--- src/rtl/isp_host_seq.sv ---
module isp_host_seq #(
  parameter int SCK_HALF   = 4,
  parameter int RST_PULSE  = 100,
  parameter int SETTLE_CYC = 2_000_000,
  parameter int WRITE_CYC  = 450_000,
  parameter int MAX_RETRY  = 3
) (
  input  logic        clk,
  input  logic        rst_n,
  input  logic        start,
  input  logic [6:0]  page_count,
  output logic [10:0] buf_addr,
  input  logic [15:0] buf_data,
  output logic        tgt_rst,
  output logic        tgt_sck,
  output logic        tgt_mosi,
  input  logic        tgt_miso,
  output logic        done,
  output logic        error
);
  localparam int LONG1 = SETTLE_CYC > WRITE_CYC ? SETTLE_CYC : WRITE_CYC;
  localparam int LONG  = LONG1 > RST_PULSE ? LONG1 : RST_PULSE;
  localparam int CW    = $clog2(LONG + 1);
  localparam int HW    = $clog2(SCK_HALF + 1);
  localparam int RW    = $clog2(MAX_RETRY + 1) + 1;

  typedef enum logic [2:0] {IDLE, PULSE, SETTLE, ENABLE, LOAD_LO, LOAD_HI, COMMIT, HOLD} state_t;

  state_t        st;
  logic [CW-1:0] cnt;
  logic [HW-1:0] tick;
  logic [5:0]    nbit;
  logic [31:0]   txs;
  logic [7:0]    echo;
  logic          busy, fin;
  logic [RW-1:0] tries;
  logic [6:0]    pages;
  logic [5:0]    page;
  logic [4:0]    word;
  logic [31:0]   frame;

  assign buf_addr = {page, word};
  assign tgt_mosi = txs[31];

  wire in_frame  = (st == ENABLE) || (st == LOAD_LO) || (st == LOAD_HI) || (st == COMMIT);
  wire launch    = in_frame && !busy && !fin;
  wire last_page = ({1'b0, page} == pages - 7'd1);

  always_comb begin
    case (st)
      ENABLE:  frame = 32'hAC53_0000;
      LOAD_LO: frame = {8'h40, 8'h00, 3'b000, word, buf_data[7:0]};
      LOAD_HI: frame = {8'h48, 8'h00, 3'b000, word, buf_data[15:8]};
      COMMIT:  frame = {8'h4C, 5'b00000, page[5:3], page[2:0], 5'b00000, 8'h00};
      default: frame = 32'h0;
    endcase
  end

  always_ff @(posedge clk or negedge rst_n) begin
    if (!rst_n) begin
      txs <= '0; echo <= '0; busy <= 1'b0; fin <= 1'b0;
      tick <= '0; nbit <= '0; tgt_sck <= 1'b0;
    end else begin
      fin <= 1'b0;
      if (launch) begin
        txs <= frame; busy <= 1'b1; tick <= '0; nbit <= '0;
      end else if (busy) begin
        if (tick == HW'(SCK_HALF - 1)) begin
          tick    <= '0;
          tgt_sck <= !tgt_sck;
          if (!tgt_sck) begin
            if (nbit[5:3] == 3'd2) echo <= {echo[6:0], tgt_miso};
          end else begin
            txs  <= {txs[30:0], 1'b0};
            nbit <= nbit + 6'd1;
            if (nbit == 6'd31) begin
              busy <= 1'b0;
              fin  <= 1'b1;
            end
          end
        end else begin
          tick <= tick + HW'(1);
        end
      end
    end
  end

  always_ff @(posedge clk or negedge rst_n) begin
    if (!rst_n) begin
      st <= IDLE; cnt <= '0; tries <= '0; pages <= '0; page <= '0; word <= '0;
      tgt_rst <= 1'b0; done <= 1'b0; error <= 1'b0;
    end else begin
      done <= 1'b0;
      case (st)
        IDLE: if (start) begin
          st <= PULSE; cnt <= '0; tries <= '0; pages <= page_count;
          page <= '0; word <= '0; error <= 1'b0; tgt_rst <= 1'b1;
        end
        PULSE: if (cnt == CW'(RST_PULSE - 1)) begin
          cnt <= '0; tgt_rst <= 1'b0; st <= SETTLE;
        end else cnt <= cnt + CW'(1);
        SETTLE: if (cnt == CW'(SETTLE_CYC - 1)) begin
          cnt <= '0; st <= ENABLE;
        end else cnt <= cnt + CW'(1);
        ENABLE: if (fin) begin
          if (echo == 8'h53) begin
            if (pages == 7'd0) begin
              done <= 1'b1; st <= IDLE;
            end else st <= LOAD_LO;
          end else if (tries == RW'(MAX_RETRY)) begin
            error <= 1'b1; st <= IDLE;
          end else begin
            tries <= tries + RW'(1); tgt_rst <= 1'b1; cnt <= '0; st <= PULSE;
          end
        end
        LOAD_LO: if (fin) st <= LOAD_HI;
        LOAD_HI: if (fin) begin
          word <= word + 5'd1;
          st   <= (word == 5'd31) ? COMMIT : LOAD_LO;
        end
        COMMIT: if (fin) begin
          cnt <= '0; st <= HOLD;
        end
        HOLD: if (cnt == CW'(WRITE_CYC - 1)) begin
          cnt <= '0;
          if (last_page) begin
            done <= 1'b1; st <= IDLE;
          end else begin
            page <= page + 6'd1; st <= LOAD_LO;
          end
        end else cnt <= cnt + CW'(1);
        default: st <= IDLE;
      endcase
    end
  end
endmodule


--- config.mk ---
export PLATFORM = sky130hd
export DESIGN_NAME = isp_host_seq
export DESIGN_NICKNAME = d
export VERILOG_FILES = /design/src/rtl/isp_host_seq.sv
export SDC_FILE = /design/constraint.sdc
export NUM_CORES = 1
export LEC_CHECK = 0
export ABC_AREA = 1
export BUFFER_PORTS_ARGS = -buffer_cell sky130_fd_sc_hd__buf_4
export CAP_MARGIN = 20
export CORE_ASPECT_RATIO = 0.5
export CORE_UTILIZATION = 61
export CTS_BUF_LIST = sky130_fd_sc_hd__clkbuf_4 sky130_fd_sc_hd__clkbuf_8
export CTS_CLUSTER_DIAMETER = 200
export DETAILED_ROUTE_END_ITERATION = 12
export PLACE_DENSITY_LB_ADDON = 0.3
export SETUP_SLACK_MARGIN = 0.1
export SYNTH_ARGS = -nofsm -noshare
export SYNTH_HDL_FRONTEND = slang
export SYNTH_SLANG_ARGS = --single-unit
--- constraint.sdc ---
create_clock -name clk -period 1.91 [get_ports clk]
set_input_delay 0.2865 -clock clk [delete_from_list [all_inputs] [get_ports clk]]
set_output_delay 0.2865 -clock clk [all_outputs]
set_load 0.1 [all_outputs]
Word level (Yosys, flattened, before mapping)
Cells that the tools add are included.
{"block": "word_totals", "ff_bits": 100, "latchBits": 0, "ramBits": 0, "mem_bits_ro": 0, "inputBits": 27, "output_inout_bits": 16, "elab_cells": 157, "n_memories": 0}
{"block": "classes", "add_sub_neg": 7, "mul": 0, "n_div": 0, "order_cmp": 0, "n_eq_ne": 29, "shifts": 0, "muxes": 74, "n_bitwise": 2, "reduce_logical": 29}
{"op": "2-to-1 mux 21 bit", "n": 8}
{"op": "2-to-1 mux 32 bit", "n": 4}
{"op": "one-hot mux 32 bit (4 select lines)", "n": 1}
{"op": "one-hot mux 21 bit (6 select lines)", "n": 1}
{"op": "2-to-1 mux 3 bit", "n": 18}
{"op": "2-to-1 mux 6 bit", "n": 7}
{"op": "2-to-1 mux 1 bit", "n": 25}
{"op": "one-hot mux 3 bit (8 select lines)", "n": 1}
{"op": "!= test 2 bit, second input constant", "n": 11}
{"op": "adder 21 x 1 -> 21 bit, second input constant", "n": 1}
{"op": "== test 21 x 19 -> 1 bit, second input constant", "n": 1}
{"op": "== test 21 bit, second input constant", "n": 1}
{"op": "== test 21 x 7 -> 1 bit, second input constant", "n": 1}
{"op": "== test 3 x 2 -> 1 bit, second input constant", "n": 5}
{"op": "AND reduction 5 bit", "n": 3}
{"op": "adder 6 x 1 -> 6 bit, second input constant", "n": 2}
{"op": "== test 3 bit, second input constant", "n": 4}
{"op": "one-hot mux 6 bit (2 select lines)", "n": 1}
{"op": "AND reduction 6 bit", "n": 2}
{"op": "nonzero test 2 bit", "n": 6}
{"op": "2-to-1 mux 5 bit", "n": 2}
{"op": "one-hot mux 5 bit (2 select lines)", "n": 1}
{"op": "AND reduction 3 bit", "n": 3}
{"op": "== test 8 x 7 -> 1 bit, second input constant", "n": 1}
{"op": "other kinds (23)", "n": 31}

Depth between registers and ports, before layout
Gate-level depths: netlist (run 1).
{"block": "logic_depth", "word_depth": 8, "mapped_depth": 15, "ltp_nobuf": 15}

Worst setup path before layout (run 1)
OpenSTA, ideal clock, no wires.
{"block": "synth_path", "kind": "register to register", "startpoint": "register page[3]", "endpoint": "register page[0]", "setup_time_ns": 0.123, "t_arrival_ns": 2.032, "required_time_ns": 1.787, "slack_ns": -0.245, "path_stages_with_launch": 15, "n_path_buf": 1, "synth_period_minus_slack_ns": 2.155, "path_cell_list": "dfrtp_1 -> clkbuf_2 -> inv_1 -> nand2_1 -> nand2_1 -> nand2_1 -> nand2_1 -> nand2_1 -> nor2_1 -> nand2_1 -> nand2_1 -> nand2_1 -> nand2_2 -> nand2_1 -> nand2_1"}
{"block": "synth_between", "elab_chain_cells": 3}
{"element": "start: declaration", "line": "38", "text": "logic [5:0] page;"}
{"element": "start signal: assignment", "line": "90", "text": "st <= IDLE; cnt <= '0; tries <= '0; pages <= '0; page <= '0; word <= '0;"}
{"element": "start signal: assignment", "line": "97", "text": "page <= '0; word <= '0; error <= 1'b0; tgt_rst <= 1'b1;"}
{"element": "start signal: assignment", "line": "129", "text": "page <= page + 6'd1; st <= LOAD_LO;"}
{"element": "== test 6 x 7 -> 1 bit", "line": "47", "text": "wire last_page = ({1'b0, page} == pages - 7'd1);"}
{"element": "!= test 2 bit (no source line)"}
{"element": "AND reduction 4 bit (no source line)"}
Every way passes these cells.
A chain may end at the register's enable or synchronous reset.

Worst setup path in the final report (run 1)
{"block": "layout_path", "startpoint": "register cnt[1]", "endpoint": "register page[3]"}
{"block": "layout_between", "elab_chain_cells": 3}
{"element": "start: declaration", "line": "30", "text": "logic [CW-1:0] cnt;"}
{"element": "start signal: assignment", "line": "101", "text": "end else cnt <= cnt + CW'(1);"}
{"element": "start signal: assignment", "line": "104", "text": "end else cnt <= cnt + CW'(1);"}
{"element": "start signal: assignment", "line": "131", "text": "end else cnt <= cnt + CW'(1);"}
{"element": "== test 21 x 19 -> 1 bit", "line": "124", "text": "HOLD: if (cnt == CW'(WRITE_CYC - 1)) begin"}
{"element": "!= test 2 bit (no source line)"}
{"element": "AND reduction 4 bit (no source line)"}
Every way passes these cells.

==> implementation parameters, run 1 <==
Parameter                              Value

Synth
  Post-synthesis xor/xnor area fraction ... 2.22%
  Dominant synthesized flop cell ... sky130_fd_sc_hd__dfrtp_1
  Syn Nets ... 842
  Async set or reset register ratio after synthesis ... between 90% and 100%
  Number of synthesized register bits ... 100
  Share of synthesized cell area in full adder, half adder and majority cells ... between 2 and 2.5%
  Basic-gate share of the synthesized area counting and, or, nand and nor cells ... roughly 33%
  Sequential element share of the synthesized area ... between 40% and 50%
  Combinational family with the most area after synthesis ... simple AND/OR/NAND/NOR gates
  Netlist area before placement ... around 5900 um2
  Complex-gate fraction of the synthesized area ... between 10% and 20%
  Count of flip-flops with a built-in enable after synthesis ... 0
  Number of instances in the synthesized netlist ... 805
  Syn. warnings ... 0
  Post-synth cell types ... 41
  Post-Syn Area per Cell ... 7.36 um2
  Multiplexer share of the synthesized area ... 0.190%

Die
  Area of the die ... approximately 10000 um2
  Placeable core region ... 9070 um2
  Number of core rows ... 24
  Floorplan die width ... 141 um
  Initial core utilization ... about 65%
  Height of the die ... 71.7 um
  Top-level I/O count ... between 40 and 50

Setup path
  Required time of the critical path ... between 2 and 2.5 ns
  Number of buffer and inverter instances along the worst setup path ... 1
  Worst path arrival time ... approximately 2.2 ns
  Depth of the worst register-to-register path ... 8
  Critical Path Sink Type ... flip-flop
  Launching element type of the critical path ... flip-flop
  Start-to-end type of the worst setup path ... reg -> reg
  Slowest cell delay on critical path ... 0.41 ns
  Slowest cell on the critical path ... sky130_fd_sc_hd__dfrtp_1
  Worst flop-to-flop path endpoint ... page[3]
  Family of cells with the greatest summed delay on the critical path ... simple AND/OR/NAND/NOR gates
  Flop-to-flop setup slack ... 0.07 ns
  Source of the worst register-to-register timing path ... cnt[1]
  Critical path fanouts, max ... 5
  Cell-by-cell listing of the critical path ... ha_4, nand3_4, nor2_2, nand4_1, a21boi_2, buf_4, nand3_1, nand2_1

Min path
  Worst-case hold path end point ... pages[5]
  Type of the most critical hold path ... in -> reg
  Start point of the worst min-delay path ... page_count[5]
  Hold depth ... 3

Timing
  Final max-slew violation count ... 0
  Post-route clock period utilization ... slightly below 100%
  Final Hold Violating Endpoints ... 0
  Minimum clock period ... between 1.5 and 2 ns
  PnR worst setup slack ... slightly below 0.07 ns
  Worst-Margin Slew ... 0.490 ns
  Clock Skews ... approximately 0.016 ns
  Unrepaired setup endpoints after global routing ... yes
  Sum Neg Setup Slack ... 0 ns
  Peak Freq ... 543 MHz
  Number of failing setup endpoints in the final timing report ... 0
  Worst slew margin relative to its limit ... 67.2%

Clock tree
  Clock transition at path regs ... approximately 0.11 ns
  CTS tree ... built
  CTS H-Tree Depth ... 3
  Maximum count of clock buffers along a single path ... 2
  Skew-Pair Late Insertion Delay ... 0.39 ns
  Count of clock tree sinks ... 100
  TritonCTS buffer count ... 9
  Root buf cell ... sky130_fd_sc_hd__clkbuf_8

Power
  Standby leakage power ... 3.51 nW
  Sum of internal, switching and leakage power ... just under 9 mW
  Max VDD drop ... approximately 0.81 mV
  Total power divided by cell area ... 1220 nW/um2

Job
  Number of max-capacitance violations reported ... 0

Routing
  Sum of routed wire length over all layers ... approximately 16 mm
  Detailed-route DRC error count ... 0
  Pre-antenna DRT Iters ... 5
  Initial detailed-routing violation count ... about 620
  Final antenna-violating net count ... 0
  Average wire per standard cell ... approximately 16 um
  Vias per std cell ... just under 6
  Total via count after detailed routing ... roughly 6000

Finish
  Nets@finish ... 935
  Number of diodes added for antenna fixing ... 0
  Proportion of layout cells with a drive suffix above 1 ... around a fifth
  Fill cell instance count of the final layout ... a little over 600
  Area of combinational cells with multiple inputs ... between 2000 and 3000 um2
  Area taken by flip-flops and latches ... about 2500 um2
  Syn-to-layout area delta ... 20.9%
  Core Util, Final ... a little under 80%
  Number of cells in the finished layout apart from fillers ... approximately 1000

Global routing
  GRT Total Usage ... 31.7%
  Total overflow reported by the global router ... 0
  Met1 Usage GRT ... 41.4%
  Met3 Track Usage GR ... a little under 8%
  Initial antenna violation count ... 0
  Highest-utilization routing layer at the global route stage ... met2
  Routing usage on met2 ... between 50% and 60%
  Global-route wire length before repair ... between 20 and 25 mm
  Largest net degree at the start of global routing ... 35
  Vias in the first global route ... ~5400

Placement
  Post-Place Cells ... 990
  Dpl ws ... 0.0384 ns
  Final weighted congestion of routability-driven global placement ... 0.977
  Count of input and output buffers ... 42
  Placed wire-length estimate ... around 11 mm

Status
  Run status ... finished, final reports clean
==> per-stage QoR <==
stage	instance area (um2)	hold WS (ns)
floorplan	5940	-0.00909
global placement	6600	0.199
detailed placement	6600	0.203
CTS	6880	0.0902
global route	7160	0.0914
finish	7160	0.103
==> power breakdown <==
group / total [mW] / switching, mW / internal, mW
logic: 3.95 / 2.55 / 1.40
clock network: 1.53 / 0.871 / 0.657
registers: 3.23 / 0.519 / 2.71
total: 8.71 / 3.94 / 4.77
==> synth_stat cells, types with 2 or more instances <==
master / number / area [um2]
sky130_fd_sc_hd__a21oi_1: 19 / 95.1
sky130_fd_sc_hd__a31oi_1: 2 / 12.5
sky130_fd_sc_hd__a32oi_1: 3 / 26.3
sky130_fd_sc_hd__buf_2: 13 / 65.1
sky130_fd_sc_hd__buf_4: 4 / 30.0
sky130_fd_sc_hd__clkbuf_1: 3 / 11.3
sky130_fd_sc_hd__dfrtp_1: 100 / 2500
sky130_fd_sc_hd__ha_1: 10 / 125
sky130_fd_sc_hd__inv_1: 112 / 420
sky130_fd_sc_hd__inv_2: 7 / 26.3
sky130_fd_sc_hd__nand2_1: 216 / 811
sky130_fd_sc_hd__nand2_2: 4 / 25.0
sky130_fd_sc_hd__nand2_4: 2 / 22.5
sky130_fd_sc_hd__nand3_1: 73 / 365
sky130_fd_sc_hd__nand3_2: 6 / 60.1
sky130_fd_sc_hd__nand4_1: 34 / 213
sky130_fd_sc_hd__nor2_1: 68 / 255
sky130_fd_sc_hd__nor2_2: 7 / 43.8
sky130_fd_sc_hd__nor2_4: 2 / 22.5
sky130_fd_sc_hd__nor3_1: 16 / 80.1
sky130_fd_sc_hd__nor3_2: 2 / 20.0
sky130_fd_sc_hd__o2111ai_1: 3 / 26.3
sky130_fd_sc_hd__o211ai_1: 8 / 60.1
sky130_fd_sc_hd__o21ai_0: 49 / 245
sky130_fd_sc_hd__o21ai_1: 3 / 15.0
sky130_fd_sc_hd__o221ai_1: 10 / 87.6
sky130_fd_sc_hd__o22ai_1: 2 / 12.5
sky130_fd_sc_hd__xnor2_1: 2 / 17.5
sky130_fd_sc_hd__xor2_1: 13 / 114
==> how the worst max path moves through the flow <==
| stage | startpoint | endpoint | slack (ns) | cells past startpoint |
|---|---|---|---|---|
| floorplan | page[2] | page[0] | 0.13 | 13 |
| global placement | cnt[0] | page[2] | 0.1 | 8 |
| detailed placement | cnt[0] | page[1] | 0.04 | 8 |
| CTS | pages[1] | page[3] | 0.09 | 15 |
| global route | tick[0] | echo[5] | 0.02 | 7 |
| finish | cnt[1] | page[3] | 0.07 | 8 |
==> state kept, by name, summed over array words and instances, names as in the netlist, 5 cells and up <==
| signal | cells |
|---|---|
| echo | 8 |
| page | 6 |
| txs | 32 |
| cnt | 21 |
| word | 5 |
| nbit | 6 |
| pages | 7 |
==> repair_timing <==
item                                   CTS  global route
pin swaps                                2             9
endpoints found under the hold margin   18             0
buffers inserted                         3            22
setup endpoints to repair               37            59
cloned                                   0             1
resized for setup                        5            29
hold buffers                             1             0
==> kinds of logic (layout without fill, tap and decap cells) <==
| logic type | after synthesis | count (layout) |
|---|---|---|
| AND/OR/NAND/NOR | 434 | 435 |
| buffers and inverters | 140 | 237 |
| AO/OA/AOI/OAI | 105 | 105 |
| flip-flops | 100 | 100 |
| XOR/XNOR | 15 | 15 |
| adder cells (fa/ha/maj) | 10 | 10 |
| multiplexers | 1 | 1 |
==> tightest hold or removal path, cell delays in order <==
cell and delay [ns]:
sky130_fd_sc_hd__buf_4 0.07, sky130_fd_sc_hd__nand2_1 0.04, sky130_fd_sc_hd__o21ai_0 0.06
==> layout make-up <==
| type | count | share of cell area, % |
|---|---|---|
| Clock buffer | 9 | 1.73 |
| Multi-Input combinational cell | 566 | 41.8 |
| Timing Repair Buffer | 102 | 11.2 |
| Tap cell | 130 | 2.27 |
| Clock inverter | 7 | 1.50 |
| Sequential cell | 100 | 35.2 |
| Inverter | 119 | 6.29 |
==> cells in the final DEF, fill, tap and decap left out, drive strengths merged <==
cell type / n
nand2: 224
inv: 121
buf: 101
dfrtp: 100
nand3: 79
nor2: 77
o21ai: 52
nand4: 34
a21oi: 20
nor3: 18
xor2: 13
o221ai: 10
ha: 10
clkbuf: 9
o211ai: 8
a32oi: 3
o2111ai: 3
clkinv: 3
o22ai: 2
xnor2: 2
a31oi: 2
o31ai: 1
and3: 1
clkinvlp: 1
o21a: 1
a21boi: 1
nor3b: 1
a31o: 1
nor4: 1
o311ai: 1
mux2: 1
bufinv: 1
dlygate4sd3: 1
==> per-layer routing <==
metal	vias to the layer above	wire length (um)
li1	2827	-
met1	2831	6690
met2	290	8000
met3	35	1320
met4	0	383
met5	-	0
Note: power is estimated with default switching activity, not from simulation.
==> run 2: changes to the inputs <==
ABC_AREA = default   (was 1)
==> implementation parameters, run 2 <==
Parameter                              Value

Status
  Run status ... finished, violations left
  Violations in the final reports ... negative setup slack

Placement
  Post-Place Cells ... 802 (-19%)
  Count of input and output buffers ... 42 (unchanged)
  Final weighted congestion of routability-driven global placement ... 0.917 (-6.2%)
  Area post-placement ... 6460 um2 (-2.1%)
  Placed wire-length estimate ... 10.2 mm (-6.9%)

Clock tree
  TritonCTS buffer count ... 9 (unchanged)
  Count of clock tree sinks ... 100 (unchanged)
  Skew-Pair Late Insertion Delay ... 0.38 ns (about the same)
  Maximum count of clock buffers along a single path ... 2 (unchanged)
  CTS H-Tree Depth ... 3 (unchanged)
  CTS tree ... built
  Root buf cell ... sky130_fd_sc_hd__clkbuf_8
  Clock transition at path regs ... 0.10 ns (about the same)

Finish
  Number of cells in the finished layout apart from fillers ... 849 (-18%)
  Commonest cells after routing, fill and taps aside ... sky130_fd_sc_hd__buf_4, sky130_fd_sc_hd__dfrtp_1, sky130_fd_sc_hd__nand2_1, sky130_fd_sc_hd__nor2_1, sky130_fd_sc_hd__nand3_1
  Finished Cell Area ... 7410 um2 (+3.5%)
  Nets@finish ... 769 (-18%)
  Flip-flop count of the largest register, all copies and words added ... 32 (unchanged)
  Number of diodes added for antenna fixing ... 0 (unchanged)
  Syn-to-layout area delta ... 39.7%
  Register name with the most flops ... txs
  Core Util, Final ... 90.4% (+11 points)
  Regs by FF count ... txs (32), cnt (21), echo (8)
  Most frequent standard cell in the layout excluding fill and tap cells ... sky130_fd_sc_hd__buf_4
  Proportion of layout cells with a drive suffix above 1 ... 40.6% (+20 points)

Synth
  Post-Syn Area per Cell ... 9.14 um2 (+24%)
  Combinational family with the most area after synthesis ... simple AND/OR/NAND/NOR gates
  Syn. warnings ... 0 (unchanged)
  Complex-gate fraction of the synthesized area ... 14.4% (+3.7 points)
  Basic-gate share of the synthesized area counting and, or, nand and nor cells ... 23.7% (-9.4 points)
  Number of instances in the synthesized netlist ... 581 (-28%)
  Yosys top cell by area ... sky130_fd_sc_hd__dfrtp_1
  Dominant synthesized flop cell ... sky130_fd_sc_hd__dfrtp_1
  Top cells by count, synth ... sky130_fd_sc_hd__dfrtp_1, sky130_fd_sc_hd__nand2_1, sky130_fd_sc_hd__nor2_1
  Post-synthesis xor/xnor area fraction ... 3.14% (+0.92 points)
  Netlist area before placement ... 5310 um2 (-10%)
  Share of synthesized cell area in full adder, half adder and majority cells ... 2.36% (+0.25 points)
  Leading cell types by total area after synthesis ... sky130_fd_sc_hd__dfrtp_1, sky130_fd_sc_hd__nand2_1, sky130_fd_sc_hd__mux2_2, sky130_fd_sc_hd__nor2_1, sky130_fd_sc_hd__nand3_1
  Post-synth top area share ... 47.1% (+4.9 points)
  Async set or reset register ratio after synthesis ... 100% (unchanged)
  Count of flip-flops with a built-in enable after synthesis ... 0 (unchanged)
  Count leader, synth ... sky130_fd_sc_hd__dfrtp_1
  Sequential element share of the synthesized area ... 47.1% (+4.9 points)
  Post-synth cell types ... 59 (+44%)
  Syn Nets ... 618 (-27%)
  Multiplexer share of the synthesized area ... 5.70% (+5.5 points)
  Number of synthesized register bits ... 100 (unchanged)

Setup path
  Worst path arrival time ... 2.72 ns (+0.55 ns)
  Critical path fanouts, max ... 5 (unchanged)
  Launching element type of the critical path ... flip-flop
  Source of the worst register-to-register timing path ... cnt[1]
  Critical Path Sink Type ... flip-flop
  Required time of the critical path ... 2.18 ns (-0.05 ns)
  Critical Path Source ... cnt[1]
  Flop-to-flop setup slack ... -0.54 ns (-0.61 ns)
  Start-to-end type of the worst setup path ... reg -> reg

Min path
  Type of the most critical hold path ... in -> reg
  Start point of the worst min-delay path ... page_count[2]

Power
  Sum of internal, switching and leakage power ... 3.93 mW (-55%)
  Total power divided by cell area ... 529 nW/um2 (-56%)
  Standby leakage power ... 3.28 nW (-6.8%)
  Max VDD drop ... 0.417 mV (-49%)

Die
  Number of core rows ... 23 (-4.2%)
  Initial core utilization ... 64.7% (-0.61 points)
  Top-level I/O count ... 43 (unchanged)
  Floorplan die width ... 134 um (-5.3%)
  Placeable core region ... 8200 um2 (-9.6%)
  Area of the die ... 9100 um2 (-10%)
  Height of the die ... 68.0 um (-5.2%)

Timing
  Unrepaired setup endpoints after global routing ... yes
  Post-route clock period utilization ... 128% (+32 points)
  Number of failing setup endpoints in the final timing report ... 33 (+33)
  Minimum clock period ... 2.45 ns (+0.609 ns)
  Worst slew margin relative to its limit ... 61.2% (-6.0 points)
  Peak Freq ... 408 MHz (-25%)
  Clock Skews ... 0.0118 ns (-0.00429 ns)
  Worst-Margin Slew ... 0.580 ns (+0.0899 ns)
  Final max-slew violation count ... 0 (unchanged)
  Sum Neg Setup Slack ... -13.08 ns (-13.08 ns)
  Final Hold Violating Endpoints ... 0 (unchanged)
  PnR worst setup slack ... -0.540 ns (-0.609 ns)

Global routing
  Total overflow reported by the global router ... 0 (unchanged)
  Global-route wire length before repair ... 26.8 mm (+7.4%)
  Initial antenna violation count ... 0 (unchanged)
  GRT Total Usage ... 38.9% (+7.2 points)
  Largest net degree at the start of global routing ... 50 (+43%)
  Vias in the first global route ... 5280 (-1.8%)

Routing
  Routed wl met3 ... 2.55 mm (+93%)
  Initial detailed-routing violation count ... 958 (+55%)
  Pre-antenna DRT Iters ... 6 (+1)
  Sum of routed wire length over all layers ... 20.6 mm (+26%)
  Highest layer used for signal routing ... met4
  Average wire per standard cell ... 24.3 um (+53%)
  Detailed-route DRC error count ... 0 (unchanged)
  Total via count after detailed routing ... 5996 (+0.22%)
  Final antenna-violating net count ... 0 (unchanged)
  Detail Route met2 WL ... 9.36 mm (+17%)
  Vias per std cell ... 7.06 (+22%)
  M1 WL ... 7.07 mm (+5.7%)

Job
  Number of max-capacitance violations reported ... 0 (unchanged)
[run 2: layer usage]
| layer | up-vias | track usage [%] |
|---|---|---|
| met5 | - | 0 |
| met4 | 0 | 20.0 |
| met3 | 205 | 8.89 |
| met2 | 563 | 68.1 |
| met1 | 2856 | 46.5 |
| li1 | 2372 | - |
[run 2: logic make-up after synthesis]
kind of cell	Yosys count
AOI/OAI and AO/OA	121
buffers and inverters	48
DFF	100
and+or+nand+nor	255
adders and majority gates	10
xor gates and xnor gates	19
muxes	28
[run 2: cell type report]
cell class                      count  area (um2)
Tap cell                          112         140
Timing Repair Buffer              173        1380
Clock inverter                      7         120
Clock buffer                        9         124
Multi-Input combinational cell    433        3070
Fill cell                         284         788
Inverter                           15        56.3
Sequential cell                   100        2530
[run 2: final timing paths]
path,end,depth (start not counted)
min in group asynchronous,tick[0],2
hold / removal,pages[2],3
setup / recovery,cnt[5],9
hold reg to reg,txs[24],2
setup reg to reg,cnt[5],9
max in group asynchronous,tries[2],3
[run 2: timing repair]
item,CTS,global route
setup endpoints to repair,49,54
pin swaps,18,21
hold buffers,1,0
endpoints found under the hold margin,41,0
gates resized for setup,43,62
cloned,2,0
buffers inserted,13,17
[run 2: stage by stage]
step,hold slack [ns],setup WS (ns)
2_1_floorplan,-0.00909,-0.224
6_report,0.102,-0.540
3_3_place_gp,0.124,-0.280
5_1_grt,0.110,-0.564
4_1_cts,0.0903,-0.335
3_5_place_dp,0.125,-0.400
[run 2: critical path, cell delays in order, from the launching register on]
cell,delay (ns)
sky130_fd_sc_hd__dfrtp_1,0.41
sky130_fd_sc_hd__ha_2,0.20
sky130_fd_sc_hd__or4b_4,0.48
sky130_fd_sc_hd__nor4_4,0.18
sky130_fd_sc_hd__a311o_1,0.32
sky130_fd_sc_hd__buf_4,0.16
sky130_fd_sc_hd__and3_4,0.19
sky130_fd_sc_hd__buf_6,0.13
sky130_fd_sc_hd__o21ai_4,0.06
sky130_fd_sc_hd__a22o_1,0.23
[run 2: power breakdown]
group / switching (mW) / internal [mW] / leakage, nW
clock network: 0.820 / 0.878 / 0.120
logic: 0.0601 / 0.0494 / 1.96
registers: 0.00101 / 2.12 / 1.20
==> run 3: changes to the inputs <==
CORE_ASPECT_RATIO = default   (was 0.5)
==> implementation parameters, run 3 (synthesized netlist as in run 2, its figures left out) <==
Parameter                              Value

Power
  Max VDD drop ... 0.497 mV (+19%)
  Total power divided by cell area ... 491 nW/um2 (-7.3%)
  Sum of internal, switching and leakage power ... 3.55 mW (-9.7%)
  Standby leakage power ... 3.23 nW (-1.5%)

Finish
  Flip-flop count of the largest register, all copies and words added ... 32 (unchanged)
  Regs by FF count ... txs (32), cnt (21), echo (8)
  Nets@finish ... 761 (-1.0%)
  Proportion of layout cells with a drive suffix above 1 ... 38.0% (-2.6 points)
  Commonest cells after routing, fill and taps aside ... sky130_fd_sc_hd__buf_4, sky130_fd_sc_hd__dfrtp_1, sky130_fd_sc_hd__nand2_1, sky130_fd_sc_hd__nor2_1, sky130_fd_sc_hd__nand3_1
  Fill cell instance count of the final layout ... 387 (+36%)
  Register name with the most flops ... txs
  Core Util, Final ... 87.1% (-3.3 points)
  Number of diodes added for antenna fixing ... 0 (unchanged)
  Syn-to-layout area delta ... 36.1%
  Most frequent standard cell in the layout excluding fill and tap cells ... sky130_fd_sc_hd__buf_4

Timing
  Post-route clock period utilization ... 131% (+2.2 points)
  Worst-Margin Slew ... 0.579 ns (-0.000629 ns)
  Clock Skews ... 0.0197 ns (+0.00784 ns)
  PnR worst setup slack ... -0.583 ns (-0.0429 ns)
  Worst slew margin relative to its limit ... 61.1% (-0.074 points)
  Final max-slew violation count ... 0 (unchanged)
  Final Hold Violating Endpoints ... 0 (unchanged)
  Number of failing setup endpoints in the final timing report ... 32 (-3.0%)
  Minimum clock period ... 2.49 ns (+0.0429 ns)
  Peak Freq ... 401 MHz (-1.7%)
  Unrepaired setup endpoints after global routing ... yes

Clock tree
  Count of clock tree sinks ... 100 (unchanged)
  Skew-Pair Late Insertion Delay ... 0.37 ns (about the same)
  CTS tree ... built
  Clock transition at path regs ... 0.10 ns (about the same)
  Maximum count of clock buffers along a single path ... 2 (unchanged)
  TritonCTS buffer count ... 9 (unchanged)
  CTS H-Tree Depth ... 3 (unchanged)
  Root buf cell ... sky130_fd_sc_hd__clkbuf_8

Routing
  Average wire per standard cell ... 21.4 um (-12%)
  Sum of routed wire length over all layers ... 17.8 mm (-14%)
  Detailed-route DRC error count ... 0 (unchanged)
  Vias per std cell ... 6.72 (-4.9%)
  Final antenna-violating net count ... 0 (unchanged)
  Initial detailed-routing violation count ... 694 (-28%)
  Total via count after detailed routing ... 5603 (-6.6%)
  Pre-antenna DRT Iters ... 5 (-1)

Global routing
  Total overflow reported by the global router ... 0 (unchanged)
  Global-route wire length before repair ... 23.9 mm (-11%)
  Largest net degree at the start of global routing ... 37 (-26%)
  Initial antenna violation count ... 0 (unchanged)
  GRT Total Usage ... 34.4% (-4.5 points)
  Vias in the first global route ... 5102 (-3.4%)

Die
  Area of the die ... 9080 um2 (-0.25%)
  Top-level I/O count ... 43 (unchanged)
  Initial core utilization ... 64.0% (-0.76 points)
  Number of core rows ... 33 (+43%)
  Height of the die ... 95.3 um (+40%)
  Placeable core region ... 8300 um2 (+1.2%)
  Floorplan die width ... 95.3 um (-29%)

Job
  Number of max-capacitance violations reported ... 0 (unchanged)

Setup path
  Cell-by-cell listing of the critical path ... ha_2, or4b_4, nor4_4, a311o_1, nand3_4, nor2_2, mux2_4
  Start-to-end type of the worst setup path ... reg -> reg
  Slowest cell on the critical path ... sky130_fd_sc_hd__or4b_4
  Critical Path Sink Type ... flip-flop
  Family of cells with the greatest summed delay on the critical path ... simple AND/OR/NAND/NOR gates
  Number of buffer and inverter instances along the worst setup path ... 0 (-2)
  Worst path arrival time ... 2.75 ns (+0.03 ns)
  Launching element type of the critical path ... flip-flop
  Slowest cell delay on critical path ... 0.50 ns (+0.02 ns)
  Required time of the critical path ... 2.17 ns (about the same)
  Critical path fanouts, max ... 6 (+1)

Status
  Run status ... finished, violations left
  Violations in the final reports ... negative setup slack

Placement
  Final weighted congestion of routability-driven global placement ... 0.979 (+6.7%)
  Count of input and output buffers ... 42 (unchanged)
  Placed wire-length estimate ... 10.1 mm (-0.54%)

Min path
  Type of the most critical hold path ... in -> reg
run 3: changes by cell type in the layout (fill, tap and decap cells not counted), moves of 3 or more:
cell,previous run,this run
sky130_fd_sc_hd__buf_4,155,150
sky130_fd_sc_hd__nand3_2,4,1
sky130_fd_sc_hd__nand2_1,83,86
sky130_fd_sc_hd__o21ai_0,24,27
sky130_fd_sc_hd__a21oi_1,19,22
sky130_fd_sc_hd__buf_6,13,9
sky130_fd_sc_hd__bufinv_16,3,0
sky130_fd_sc_hd__nand3_1,28,31
run 3: repair_timing:
item,CTS,global route
endpoints found under the hold margin,29,0
gates resized for setup,36,44
setup endpoints to repair,46,57
gates cloned,0,1
pin swaps,16,24
hold buffers,1,0
buffers inserted,8,19
run 3: cell type report:
class | instances | area, um2 | share of cell area, %
sequential | 100 | 2530 | 35.0
inverter | 15 | 56.3 | 0.779
tap | 105 | 131 | 1.82
clock inverter | 6 | 55.1 | 0.762
timing repair buffer | 165 | 1340 | 18.5
multi-input combinational | 433 | 2990 | 41.3
clock buffer | 10 | 131 | 1.82
run 3: metrics by stage:
step           std cells  TNS (ns)  hold slack [ns]  setup slack [ns]  instance area, um2
4_1_cts              815     -6.65           0.0951            -0.350                6860
2_1_floorplan        581     -3.47         -0.00909            -0.224                5410
3_3_place_gp         790     -4.80            0.261            -0.293                6440
3_5_place_dp         790     -8.56            0.268            -0.443                6440
5_1_grt              834    -15.96           0.0920            -0.653                7230
6_report             834    -13.02           0.0974            -0.583                7230
run 3: layer usage:
layer | vias to the layer above | global-route usage, % | part of all wire, %
met5 | - | 0 | 0
met4 | 0 | 12.6 | 4.8
met2 | 426 | 59.6 | 49
met1 | 2710 | 43.4 | 36
li1 | 2358 | - | -
met3 | 109 | 5.42 | 9.8
run 3: worst min-delay path, delay by kind of cell:
family                 cells  cell delay (ns)
buffers and inverters      1             0.08
AND/OR/NAND/NOR            2             0.08
run 3: final timing paths:
path / start / end / slack [ns] / cells past startpoint
max: cnt[1] / st[0] / -0.58 / 7
min: page_count[3] / pages[3] / 0.1 / 3
max reg2reg: cnt[1] / st[0] / -0.58 / 7
min reg2reg: txs[2] / txs[2] / 0.51 / 2
max in group asynchronous: rst_n / page[5] / 0.91 / 3
min in group asynchronous: rst_n / pages[2] / 0.42 / 2
run 3: where the power goes:
group | total [mW] | internal (mW) | switching, mW
combinational | 0.107 | 0.0503 | 0.0562
sequential | 2.12 | 2.12 | 0.000665
clock | 1.32 | 0.518 | 0.805
